File: src/rtl/core_div_pkg.sv
package core_div_pkg;

   // byte offsets of the mapped words
   localparam logic [3:0] OFS_CTRL  = 4'h0;
   localparam logic [3:0] OFS_CTRL2 = 4'h8;
   localparam logic [3:0] OFS_DIV   = 4'hC;

   // control word layout: software depends on these positions
   localparam int DONE_LSB   = 0;
   localparam int RSTREQ_LSB = 8;
   localparam int RSTREQ_W   = 8;
   localparam int RELOAD_LSB = 20;
   localparam int TRIG_BIT   = 24;

   // second control word
   localparam int FABRIC_LSB = 16;
   localparam int FABRIC_W   = 6;

   // divider word: one byte lane per core
   localparam int LANE_W = 8;

endpackage

File: src/rtl/core_div_regs.sv
module core_div_regs
   import core_div_pkg::*;
#(
   parameter int NUM_CORES = 4,
   parameter int RATIO_W   = 6,
   parameter int ADDR_W    = 4,
   parameter int DATA_W    = 32
) (
   input  logic                               clk,
   input  logic                               rst_n,
   input  logic                               bus_we,
   input  logic [ADDR_W-1:0]                  bus_addr,
   input  logic [DATA_W-1:0]                  bus_wdata,
   output logic [DATA_W-1:0]                  bus_rdata,
   input  logic [NUM_CORES-1:0]               done_i,
   output logic [NUM_CORES-1:0][RATIO_W-1:0]  div_field,
   output logic [NUM_CORES-1:0]               capture,
   output logic [NUM_CORES-1:0]               rst_req
);

   logic                              trig_q;
   logic [NUM_CORES-1:0]              reload_q;
   logic [RSTREQ_W-1:0]               rstreq_q;
   logic [FABRIC_W-1:0]               fabric_q;
   logic [NUM_CORES-1:0][RATIO_W-1:0] div_q;

   logic sel_ctrl, sel_ctrl2, sel_div;
   logic trig_edge;
   logic unused_wdata;

   assign sel_ctrl  = (bus_addr == ADDR_W'(OFS_CTRL));
   assign sel_ctrl2 = (bus_addr == ADDR_W'(OFS_CTRL2));
   assign sel_div   = (bus_addr == ADDR_W'(OFS_DIV));

   // staging happens only on a 0 -> 1 change of the stored trigger bit
   assign trig_edge = bus_we && sel_ctrl && bus_wdata[TRIG_BIT] && !trig_q;

   for (genvar n = 0; n < NUM_CORES; n++) begin : g_cap
      assign capture[n] = trig_edge && bus_wdata[RELOAD_LSB + n];
   end

   assign div_field    = div_q;
   assign rst_req      = rstreq_q[NUM_CORES-1:0];
   assign unused_wdata = ^bus_wdata;

   always_ff @(posedge clk or negedge rst_n) begin
      if (!rst_n) begin
         trig_q   <= 1'b0;
         reload_q <= '0;
         rstreq_q <= '0;
         fabric_q <= '0;
         div_q    <= '0;
      end else if (bus_we) begin
         if (sel_ctrl) begin
            trig_q   <= bus_wdata[TRIG_BIT];
            reload_q <= bus_wdata[RELOAD_LSB +: NUM_CORES];
            rstreq_q <= bus_wdata[RSTREQ_LSB +: RSTREQ_W];
         end
         if (sel_ctrl2) begin
            fabric_q <= bus_wdata[FABRIC_LSB +: FABRIC_W];
         end
         if (sel_div) begin
            for (int n = 0; n < NUM_CORES; n++) begin
               div_q[n] <= bus_wdata[n*LANE_W +: RATIO_W];
            end
         end
      end
   end

   always_comb begin
      bus_rdata = '0;
      if (sel_ctrl) begin
         bus_rdata[TRIG_BIT]                   = trig_q;
         bus_rdata[RELOAD_LSB +: NUM_CORES]    = reload_q;
         bus_rdata[RSTREQ_LSB +: RSTREQ_W]     = rstreq_q;
         bus_rdata[DONE_LSB +: NUM_CORES]      = done_i;
      end else if (sel_ctrl2) begin
         bus_rdata[FABRIC_LSB +: FABRIC_W]     = fabric_q;
      end else if (sel_div) begin
         for (int n = 0; n < NUM_CORES; n++) begin
            bus_rdata[n*LANE_W +: RATIO_W] = div_q[n];
         end
      end
   end

endmodule

File: src/rtl/core_div_lane.sv
module core_div_lane #(
   parameter int RATIO_W   = 6,
   parameter int MAX_RATIO = 3
) (
   input  logic               clk,
   input  logic               rst_n,
   input  logic               capture,
   input  logic [RATIO_W-1:0] req_ratio,
   output logic               tick,
   output logic [RATIO_W-1:0] ratio_o,
   output logic               done_o
);

   localparam logic [RATIO_W-1:0] RATIO_MAX = RATIO_W'(MAX_RATIO);
   localparam logic [RATIO_W-1:0] RATIO_ONE = RATIO_W'(1);

   logic [RATIO_W-1:0] cnt_q;
   logic [RATIO_W-1:0] ratio_q;
   logic [RATIO_W-1:0] stage_q;
   logic               pend_q;
   logic               done_q;
   logic [RATIO_W-1:0] clamped;

   always_comb begin
      if (req_ratio == '0)            clamped = RATIO_ONE;
      else if (req_ratio > RATIO_MAX) clamped = RATIO_MAX;
      else                            clamped = req_ratio;
   end

   // last cycle of the running period
   assign tick    = (cnt_q == ratio_q - RATIO_ONE);
   assign ratio_o = ratio_q;
   assign done_o  = done_q;

   always_ff @(posedge clk or negedge rst_n) begin
      if (!rst_n) begin
         cnt_q   <= '0;
         ratio_q <= RATIO_ONE;
         stage_q <= RATIO_ONE;
         pend_q  <= 1'b0;
         done_q  <= 1'b0;
      end else begin
         if (tick) begin
            cnt_q  <= '0;
            pend_q <= 1'b0;
            if (pend_q) begin
               ratio_q <= stage_q;
               done_q  <= 1'b1;
            end
         end else begin
            cnt_q <= cnt_q + RATIO_ONE;
         end
         // a fresh capture wins over a same-cycle apply
         if (capture) begin
            stage_q <= clamped;
            pend_q  <= 1'b1;
            done_q  <= 1'b0;
         end
      end
   end

endmodule

File: src/rtl/core_div_bank.sv
module core_div_bank
   import core_div_pkg::*;
#(
   parameter int NUM_CORES = 4,
   parameter int RATIO_W   = 6,
   parameter int MAX_RATIO = 3,
   parameter int ADDR_W    = 4,
   parameter int DATA_W    = 32
) (
   input  logic                 clk,
   input  logic                 rst_n,
   input  logic                 bus_we,
   input  logic [ADDR_W-1:0]    bus_addr,
   input  logic [DATA_W-1:0]    bus_wdata,
   output logic [DATA_W-1:0]    bus_rdata,
   output logic [NUM_CORES-1:0] core_tick,
   output logic [NUM_CORES-1:0] core_rst_req
);

   if (NUM_CORES < 1 || NUM_CORES > 4) begin : g_bad_cores
      $error("NUM_CORES must lie in 1..4");
   end
   if (RATIO_W < 2 || RATIO_W > LANE_W) begin : g_bad_ratio_w
      $error("RATIO_W must lie in 2..8");
   end
   if (MAX_RATIO < 1 || MAX_RATIO >= (1 << RATIO_W)) begin : g_bad_max
      $error("MAX_RATIO does not fit RATIO_W");
   end
   if (DATA_W < 32 || ADDR_W < 4) begin : g_bad_bus
      $error("register port needs DATA_W >= 32 and ADDR_W >= 4");
   end

   logic [NUM_CORES-1:0][RATIO_W-1:0] div_field;
   logic [NUM_CORES-1:0][RATIO_W-1:0] applied;
   logic [NUM_CORES-1:0]              capture;
   logic [NUM_CORES-1:0]              done_vec;

   core_div_regs #(
      .NUM_CORES (NUM_CORES),
      .RATIO_W   (RATIO_W),
      .ADDR_W    (ADDR_W),
      .DATA_W    (DATA_W)
   ) i_regs (
      .clk       (clk),
      .rst_n     (rst_n),
      .bus_we    (bus_we),
      .bus_addr  (bus_addr),
      .bus_wdata (bus_wdata),
      .bus_rdata (bus_rdata),
      .done_i    (done_vec),
      .div_field (div_field),
      .capture   (capture),
      .rst_req   (core_rst_req)
   );

   for (genvar n = 0; n < NUM_CORES; n++) begin : g_lane
      core_div_lane #(
         .RATIO_W   (RATIO_W),
         .MAX_RATIO (MAX_RATIO)
      ) i_lane (
         .clk       (clk),
         .rst_n     (rst_n),
         .capture   (capture[n]),
         .req_ratio (div_field[n]),
         .tick      (core_tick[n]),
         .ratio_o   (applied[n]),
         .done_o    (done_vec[n])
      );
   end

endmodule


File: config.mk
export PLATFORM = sky130hd
export DESIGN_NAME = core_div_bank
export DESIGN_NICKNAME = d
export VERILOG_FILES = /design/src/rtl/core_div_pkg.sv /design/src/rtl/core_div_regs.sv /design/src/rtl/core_div_lane.sv /design/src/rtl/core_div_bank.sv
export SDC_FILE = /design/constraint.sdc
export NUM_CORES = 1
export LEC_CHECK = 0
export CAP_MARGIN = 0
export CORE_MARGIN = 4
export CORE_UTILIZATION = 45
export DETAILED_ROUTE_END_ITERATION = 10
export PLACE_DENSITY = 0.81
export SLEW_MARGIN = 30
export SYNTH_ARGS = -nofsm -noshare
export SYNTH_HDL_FRONTEND = slang
export SYNTH_HIERARCHICAL = 1
export SYNTH_SLANG_ARGS = --single-unit
File: constraint.sdc
create_clock -name clk -period 2.29 [get_ports clk]
set_clock_uncertainty 0.1 [all_clocks]
set_input_delay 0.458 -clock clk [delete_from_list [all_inputs] [get_ports clk]]
set_output_delay 0.458 -clock clk [all_outputs]
set_load 0.01 [all_outputs]
-- After elaboration in Yosys (flattened, before gate mapping)
Cells that the tools add are included.
- register bits: 123
- bits of input ports: 39
- output and inout port bits: 40
- word-level logic and storage cells: 127
- $add $sub $neg: 8
- $lt $le $gt $ge: 4
- equal/unequal tests: 6
- multiplexer cells: 49
- reductions and logical operators: 32
- operators with widths (kind ; number):
    $mux 6 ; 21
    $add 6x1->6 const B ; 4
    $eq 6x6->1 ; 4
    $gt 6x2->1 const B ; 4
    $logic_not 6->1 ; 4
    $sub 6x1->6 const B ; 4
    $reduce_and 2->1 ; 11
    $mux 1 ; 21
    $reduce_bool 2->1 ; 8
    $eq 4x4->1 const B ; 2
    $mux 2 ; 4
    $mux 4 ; 2
    $logic_and 1x1->1 ; 7
    $mux 5 ; 1
    $logic_not 4->1 ; 1
    $logic_not 1->1 ; 1

-- Longest topological paths before layout
Gate-level depths: netlist of run 1.
- word-level depth: 7
- depth in mapped cells: 8
- mapped depth without buffers: 7

-- By module
The synthesis of run 1 kept the hierarchy.
- modules (own cells, without submodules) (module ; times used ; cells an instance ; area each (um^2) ; seq. area each (um^2)):
    core_div_lane ; 4 ; 82 ; 975.9 ; 503.0
    core_div_regs ; 1 ; 152 ; 2055.7 ; 1076.0

-- Worst setup path after synthesis of run 1
OpenSTA, ideal clock, no wires.
- path kind: register to output
- from: register g_lane[0].i_lane.ratio_q[0]
- to: output port core_tick[0]
- data arrival time: 1843 ps
- required time: 1732 ps
- path slack: -111 ps
- stages on the path, launching flop included: 8
- path buffers: 1
- cell sequence: dfstp_2 -> inv_1 -> ha_1 -> nor2b_1 -> or3_1 -> a31oi_2 -> and2_1 -> buf_2
- word-level cells in the longest chain between the ends: 2
- ends and longest elaborated chain (element ; RTL line ; source):
    from (decl) ; core_div_lane.sv:18 ; logic [RATIO_W-1:0] ratio_q;
    from (signal assigned) ; core_div_lane.sv:47 ; ratio_q <= stage_q;
    $sub 6x1->6 ; core_div_lane.sv:31 ; assign tick = (cnt_q == ratio_q - RATIO_ONE);
    $eq 6x6->1 ; core_div_lane.sv:31 ;
    to (decl) ; core_div_bank.sv:16 ; output logic [NUM_CORES-1:0] core_tick,
Every way passes these cells.

-- Worst setup path after layout of run 1
- from: register g_lane[3].i_lane.ratio_q[0]
- to: output port core_tick[3]
- word-level cells in the longest chain between the ends: 2
- ends and longest elaborated chain (element ; RTL line):
    from (decl) ; core_div_lane.sv:18
    from (signal assigned) ; core_div_lane.sv:47
    $sub 6x1->6 ; core_div_lane.sv:31
    $eq 6x6->1 ; core_div_lane.sv:31
Every way passes these cells.

==> summary.md, run 1 <==
| Metric | Value |
|---|---|
| Failing checks | negative setup slack |
| Critical path class | reg2out |
| Reg2Reg Setup Slack | -0.04 ns |
| Hold Crit Class | reg2reg |
| R2R Path Start | g_lane[1].i_lane/ratio_o[0]$_DFFE_PN1P_ |
| Max cap viols | 0 |
| Fin Hold WS | 0.399 ns |
| H-tree Lvls | 4 |
| Post-route antenna net violation count | 0 |
| Die Area | 0.0151 mm² |
| Hold Path Origin | g_lane[0].i_lane/stage_q[5]$_DFFE_PN0P_ |
| Synthesized area per cell | 12.4 µm² |
| Pin count of the biggest net entering global routing | 43 |
| IO Pins | 79 |
| Total GRT Usage | 22.8% |
| Syn Inst Count | 480 |
| IO buf count | 70 |
| Num CTS Buffers | 17 |
| Area share of the largest cell type after synthesis | 48.3% |
| Sink Count | 123 |
| R2R depth | 8 |
| Root buffer cell | clkbuf_16 |
| CTS tree | yes |
| Initial antenna violation count | 0 |
| Crit-path max FO | 2 |
| Routed wire length | 16400 µm |
| Crit Reg-Reg Endpoint | g_lane[1].i_lane/ratio_o[3]$_DFFE_PN0P_ |
| Fin Setup TNS | -1.91 ns |
| Starting density of the core | 46.7% |
| Placed cell areas | 0.00741 mm² |
| Die height | 123 µm |
| Ant diodes | 0 |
| Share of cells above drive strength 1 | 42.6% |
| Via density | 5.37 |
| Synth unique cells | 41 |
| DRC Markers | 0 |
| Nets | 698 |
| Outcome | finished with violations |
| Placer Congestion | 0.916 |
| GRT overflow | 0 |
| DR WL/cell | 19.6 µm |
| LEAKAGE | 3.98 nW |
| Chip width | 123 µm |
| CP endpoint kind | output pin |
| Slew Viols, Final | 0 |
| Finished Cell Area | 0.00854 mm² |
| Unrepaired setup endpoints after global routing | true |
| Vias in the first global route | 5059 |
| Clock latency on the worst-skew pair | 0.42 ns |
| Fin crit share | 121% |
| CP Launch Type | flip-flop |
| Synth Cell Area | 0.00596 mm² |
| Register area share after synthesis | 51.8% |
| Critical Path AT | 2.21 ns |
| Yosys reg bits | 123 |
| Core Footprint | 0.0128 mm² |
| Layout area overhead | 43.3% |
| Finish-stage setup viols | 14 |
| Ranking of synthesized cells by area | dfrtp_1 (48%), mux2_4 (8.6%), mux2_2 (6.2%) |
| Dpl ws | -0.566 ns |
| Top FF cell, synth | dfrtp_1 |
| Min cycle time layout | 2.77 ns |
| Largest area contributor in the netlist | dfrtp_1 |
| First-pass GRT wire length | 26100 µm |
| Vias | 4491 |
| Min setup slack post-route | -0.481 ns |
| FP Rows | 41 |
| PwrDens | 722 mW/mm² |
| Fmax | 361 MHz |
| EDFF count, synth | 0 |
| Peak supply drop | 0.000518 V |
| Synth async-reset ratio | 100% |
| Synth warn | 6 |
| Hold EP | g_lane[0].i_lane/ratio_o[5]$_DFFE_PN0P_ |
| Maximum root-to-sink buffer count | 2 |
| Drt first pass iters | 4 |
| Placed wire-length estimate | 10100 µm |
| DRT iter0 DRCs | 253 |
| Clock-pin slew on the worst setup and hold paths | 0.05 ns |
| Hold depth | 1 |
| Final hold vios | 0 |
| CP required | 1.73 ns |
==> registers in the layout, summed over array words and instances, names as in the netlist <==
register               flops
i_regs/reload_q            4
i_regs/rstreq_q            8
g_lane.i_lane/pend_q       4
i_regs/div_field          24
g_lane.i_lane/cnt_q       24
i_regs/trig_q              1
g_lane.i_lane/done_o       4
g_lane.i_lane/stage_q     24
i_regs/fabric_q            6
g_lane.i_lane/ratio_o     24
==> cell usage after synthesis (all sizes together) (4+ instances only) <==
master,count
dfstp,8
and2,20
xor2,20
and3b,4
ha,8
a21oi,6
xnor2,20
o21bai,4
dfrtp,115
o32a,4
o22a,4
o21a,4
mux2,67
nand2,19
nor3,9
nor2,35
buf,18
or4,5
a22o,15
or3,4
nor2b,28
inv,17
a31oi,8
o21ai,6
nor4,13
nand3,12
==> worst max-delay path: stages (launching register included) <==
cell	delay, ns
dfstp_2	0.54
inv_2	0.05
ha_4	0.28
xor2_4	0.16
buf_4	0.13
nand2_2	0.04
nor4_2	0.29
and2_4	0.20
buf_6	0.10
==> through the flow <==
step           instances  utilization (%)  total power [mW]
4_1_cts              836             66.2              6.18
3_3_place_gp         772             58.0              3.13
5_1_grt              836             66.8              6.37
6_report             836             66.8              6.16
2_1_floorplan        483                -              2.87
3_5_place_dp         772             58.0              3.17
==> power by group <==
part	switching (mW)	leakage, nW	internal [mW]	total [mW]
registers	0.199	1.52	2.41	2.61
clock network	0.966	0.319	2.05	3.01
logic	0.211	2.14	0.333	0.544
==> layer usage <==
layer	up-vias	track usage [%]	routed length [µm]
met4	0	12.7	594
met3	46	5.03	737
li1	2008	-	-
met2	152	39.0	8490
met5	-	0	0
met1	2285	26.6	6600
==> worst max path at each step <==
| stage | slack (ns) | startpoint | to |
|---|---|---|---|
| 2_1_floorplan | 0.02 | g_lane[0].i_lane/ratio_o[0]$_DFFE_PN1P_ | core_tick[0] |
| 3_3_place_gp | -0.53 | bus_addr[0] | bus_rdata[24] |
| 3_5_place_dp | -0.57 | bus_addr[0] | bus_rdata[24] |
| 4_1_cts | -0.45 | g_lane[1].i_lane/ratio_o[0]$_DFFE_PN1P_ | core_tick[1] |
| 5_1_grt | -0.54 | g_lane[3].i_lane/ratio_o[0]$_DFFE_PN1P_ | core_tick[3] |
| 6_report | -0.48 | g_lane[3].i_lane/ratio_o[0]$_DFFE_PN1P_ | core_tick[3] |
==> logic make-up after synthesis <==
kind of cell             after synthesis  synth area share, %
AND/OR/NAND/NOR                      153                 15.9
flip-flops                           123                 51.8
multiplexers                          67                 14.8
AO/OA/AOI/OAI                         51                 6.74
XOR/XNOR                              40                 5.88
buffers and inverters                 37                 3.13
adder cells (fa/ha/maj)                8                 1.68
other                                  1               0.0629
==> repair_timing <==
action / CTS / global route
gates cloned: 2 / 0
gates resized for setup: 146 / 20
hold buffers: 1 / 0
setup endpoints to repair: 53 / 35
endpoints found under the hold margin: 26 / 0
buffers inserted: 37 / 9
pin swaps: 31 / 14
==> cells in the final DEF, fill, tap and decap left out, types with 5 or more instances in the layout <==
cell type	netlist	final
a22o_1	15	15
nand3_1	12	9
mux2_4	34	34
buf_6	1	18
buf_2	8	16
buf_4	8	78
nor2_1	35	35
inv_2	0	5
and2_4	0	6
and2_1	20	14
buf_12	0	6
xor2_2	0	5
xnor2_1	20	20
mux2_2	33	33
xor2_1	20	14
bufinv_16	0	5
a21oi_1	6	6
inv_1	17	12
nand2_1	14	13
nor2b_1	28	28
clkdlybuf4s50_1	0	33
clkbuf_16	0	18
dlygate4sd2_1	0	13
dfstp_2	8	8
dfrtp_1	115	115
nor4_4	5	5
nor3_1	9	6
==> layout make-up <==
class	instances	area, µm²
fill	829	4240
tap	172	215
timing repair buffer	169	1520
inverter	17	63.8
clock inverter	10	186
clock buffer	22	484
multi-input combinational	323	2980
sequential	123	3090
No activity file was read; power rests on OpenSTA's default activity.
==> run 2: changes to the inputs <==
--- a/config.mk
+++ b/config.mk
@@ -9,7 +9,7 @@
 export CORE_MARGIN = 4
 export CORE_UTILIZATION = 45
 export DETAILED_ROUTE_END_ITERATION = 10
-export PLACE_DENSITY = 0.81
+export PLACE_DENSITY = 0.73
 export SLEW_MARGIN = 30
 export SYNTH_ARGS = -nofsm -noshare
 export SYNTH_HDL_FRONTEND = slang
==> run 2 against run 1 <==
Compared with the run above:
- the flow still finishes with violations (negative setup slack)
- clock-buffer cell count down 2
- critical path type unchanged
- first-iteration DRC count is 4.3% higher
- setup slack improved by 0.14 ns
- final cell count rose by 0.60%
==> summary.md, run 2 (synthesis results as in run 1) <==
| Metric | Value |
|---|---|
| Outcome | finished with violations |
| Failing checks | negative setup slack |
| Placed Instances | 780 (+1.0%) |
| PwrDens | 725 mW/mm² (+0.48%) |
| Hold Path Origin | g_lane[3].i_lane/cnt_q[0]$_DFF_PN0_ |
| Met1 WL | 6240 µm (-5.6%) |
| Final hold vios | 0 (unchanged) |
| Maximum root-to-sink buffer count | 2 (unchanged) |
| Clock-pin slew on the worst setup and hold paths | 0.05 ns (about the same) |
| H-tree Lvls | 4 (unchanged) |
| IO Pins | 79 (unchanged) |
| FP Rows | 41 (unchanged) |
| Total GRT Usage | 21.3% (-1.5 points) |
| Die Area | 0.0151 mm² (unchanged) |
| Drt first pass iters | 4 (unchanged) |
| DR WL/cell | 17.6 µm (-11%) |
| Max Used Layer | met4 |
| Via density | 5.18 (-3.6%) |
| Crit-path max FO | 3 (+1) |
| Min cycle time layout | 2.63 ns (-0.137 ns) |
| Unrepaired setup endpoints after global routing | true |
| Worst-Margin Slew | 0.555 ns |
| Sink Count | 123 (unchanged) |
| Hold Crit Class | reg2reg |
| GRT overflow | 0 (unchanged) |
| Fin crit share | 115% (-6.0 points) |
| Root buffer cell | clkbuf_16 |
| Core Footprint | 0.0128 mm² (unchanged) |
| LEAKAGE | 3.97 nW (-0.14%) |
| Fin Hold WS | 0.396 ns (-0.00334 ns) |
| Finished Cell Area | 0.00851 mm² (-0.34%) |
| CTS tree | yes |
| Layout area overhead | 42.8% |
| Critical path class | reg2out |
| Slew Viols, Final | 0 (unchanged) |
| Routed wl met3 | 804 µm (+9.1%) |
| Initial antenna violation count | 0 (unchanged) |
| DRC Markers | 0 (unchanged) |
| Placed wire-length estimate | 9780 µm (-3.5%) |
| Pin count of the biggest net entering global routing | 44 (+2.3%) |
| R2R depth | 8 (unchanged) |
| Fin cells | 841 (+0.60%) |
| Vias | 4356 (-3.0%) |
| Commonest non-fill, non-tap cell in the layout | dfrtp_1 |
| Bufs and invs on worst path | 2 (-1) |
| Num CTS Buffers | 17 (unchanged) |
| Die height | 123 µm (unchanged) |
| Vias in the first global route | 4969 (-1.8%) |
| IO buf count | 70 (unchanged) |
| Crit path cell chain | buf_4, or4_4, o21a_1, nor4_2, and2_4, buf_6 |
| Peak supply drop | 0.000467 V (-9.8%) |
| Final Util | 66.6% (-0.23 points) |
| Hold depth | 1 (unchanged) |
| Nets | 703 (+0.72%) |
| Placed cell areas | 0.00747 mm² (+0.81%) |
| CP Launch Type | flip-flop |
| CP required | 1.73 ns (about the same) |
| R2R Path Start | g_lane[1].i_lane/ratio_o[0]$_DFFE_PN1P_ |
| Total power draw | 6.17 mW (+0.14%) |
| Hold EP | g_lane[3].i_lane/cnt_q[0]$_DFF_PN0_ |
| Slew headroom | 63.0% |
| Slowest cell on crit path | or4_4 |
| Min setup slack post-route | -0.344 ns (+0.137 ns) |
| Ant diodes | 0 (unchanged) |
| Routed wire length | 14800 µm (-10%) |
| Clock latency on the worst-skew pair | 0.41 ns (about the same) |
| Worst path top cell family by delay | simple AND/OR/NAND/NOR gates |
| Finish-stage setup viols | 26 (+12) |
| DRT iter0 DRCs | 264 (+4.3%) |
| Most frequent cells in the layout | dfrtp_1 (115), buf_4 (85), nor2_1 (35) |
| Fillers | 884 (+6.6%) |
| Chip width | 123 µm (unchanged) |
| Reg2Reg Setup Slack | -0.23 ns (-0.19 ns) |
| Starting density of the core | 46.7% (unchanged) |
| Fin Setup TNS | -3.07 ns (-1.16 ns) |
| Dpl ws | -0.553 ns (+0.0121 ns) |
| Worst stage delay on the critical path | 0.52 ns (-0.02 ns) |
| Placer Congestion | 0.933 (+1.9%) |
| Register area | 0.00309 mm² (unchanged) |
| First-pass GRT wire length | 24900 µm (-4.3%) |
| WL met2 | 7320 µm (-14%) |
| Share of cells above drive strength 1 | 42.3% (-0.32 points) |
| Area of the multi-input gates | 0.00290 mm² (-2.7%) |
| Fmax | 380 MHz (+5.2%) |
| Post-route antenna net violation count | 0 (unchanged) |
| Critical Path AT | 2.08 ns (-0.13 ns) |
| Crit Reg-Reg Endpoint | g_lane[1].i_lane/ratio_o[5]$_DFFE_PN0P_ |
| Max cap viols | 0 (unchanged) |
| CP endpoint kind | output pin |
==> run 2: cell types whose count changed in the layout (fill, tap and decap cells not counted), moves of 3 or more <==
cell,before,now
buf_4,78,85
dlygate4sd2_1,13,7
buf_2,16,11
clkdlybuf4s15_1,1,6
clkdlybuf4s15_2,0,4
clkbuf_2,0,3
==> run 2: worst max path at each step <==
stage / startpoint / to / slack (ns) / cells after the start
3_5_place_dp: bus_addr[0] / bus_rdata[20] / -0.55 / 6
6_report: g_lane[1].i_lane/ratio_o[0]$_DFFE_PN1P_ / core_tick[1] / -0.34 / 6
5_1_grt: g_lane[2].i_lane/ratio_o[0]$_DFFE_PN1P_ / core_tick[2] / -0.45 / 7
2_1_floorplan: g_lane[0].i_lane/ratio_o[0]$_DFFE_PN1P_ / core_tick[0] / 0.02 / 7
4_1_cts: g_lane[3].i_lane/ratio_o[0]$_DFFE_PN1P_ / core_tick[3] / -0.37 / 7
3_3_place_gp: bus_addr[0] / bus_rdata[10] / -0.49 / 5
==> run 2: timing repair <==
action,CTS,global route
endpoints found under the hold margin,37,0
cloned,2,0
endpoints found under the setup margin,48,46
hold buffers,1,0
setup buffers,27,4
resized for setup,137,15
pin swaps,26,11
==> run 2: power breakdown <==
| part | switching, mW | internal (mW) |
|---|---|---|
| logic | 0.201 | 0.333 |
| registers | 0.185 | 2.41 |
| clock network | 0.954 | 2.09 |
| total | 1.34 | 4.83 |
==> run 2: final cells by class <==
cell class              count  share of cell area, %
clock buffers              20                   5.37
clock inverters            12                   2.56
inverters                  17                  0.750
multi-input cells         323                   34.1
flip-flops and latches    123                   36.3
well taps                 172                   2.53
repair buffers            174                   18.4
==> run 2: metal layers <==
layer,up-vias,GRT usage [%]
met2,111,35.7
li1,2017,-
met3,33,5.12
met5,-,0
met4,0,9.90
met1,2195,26.0
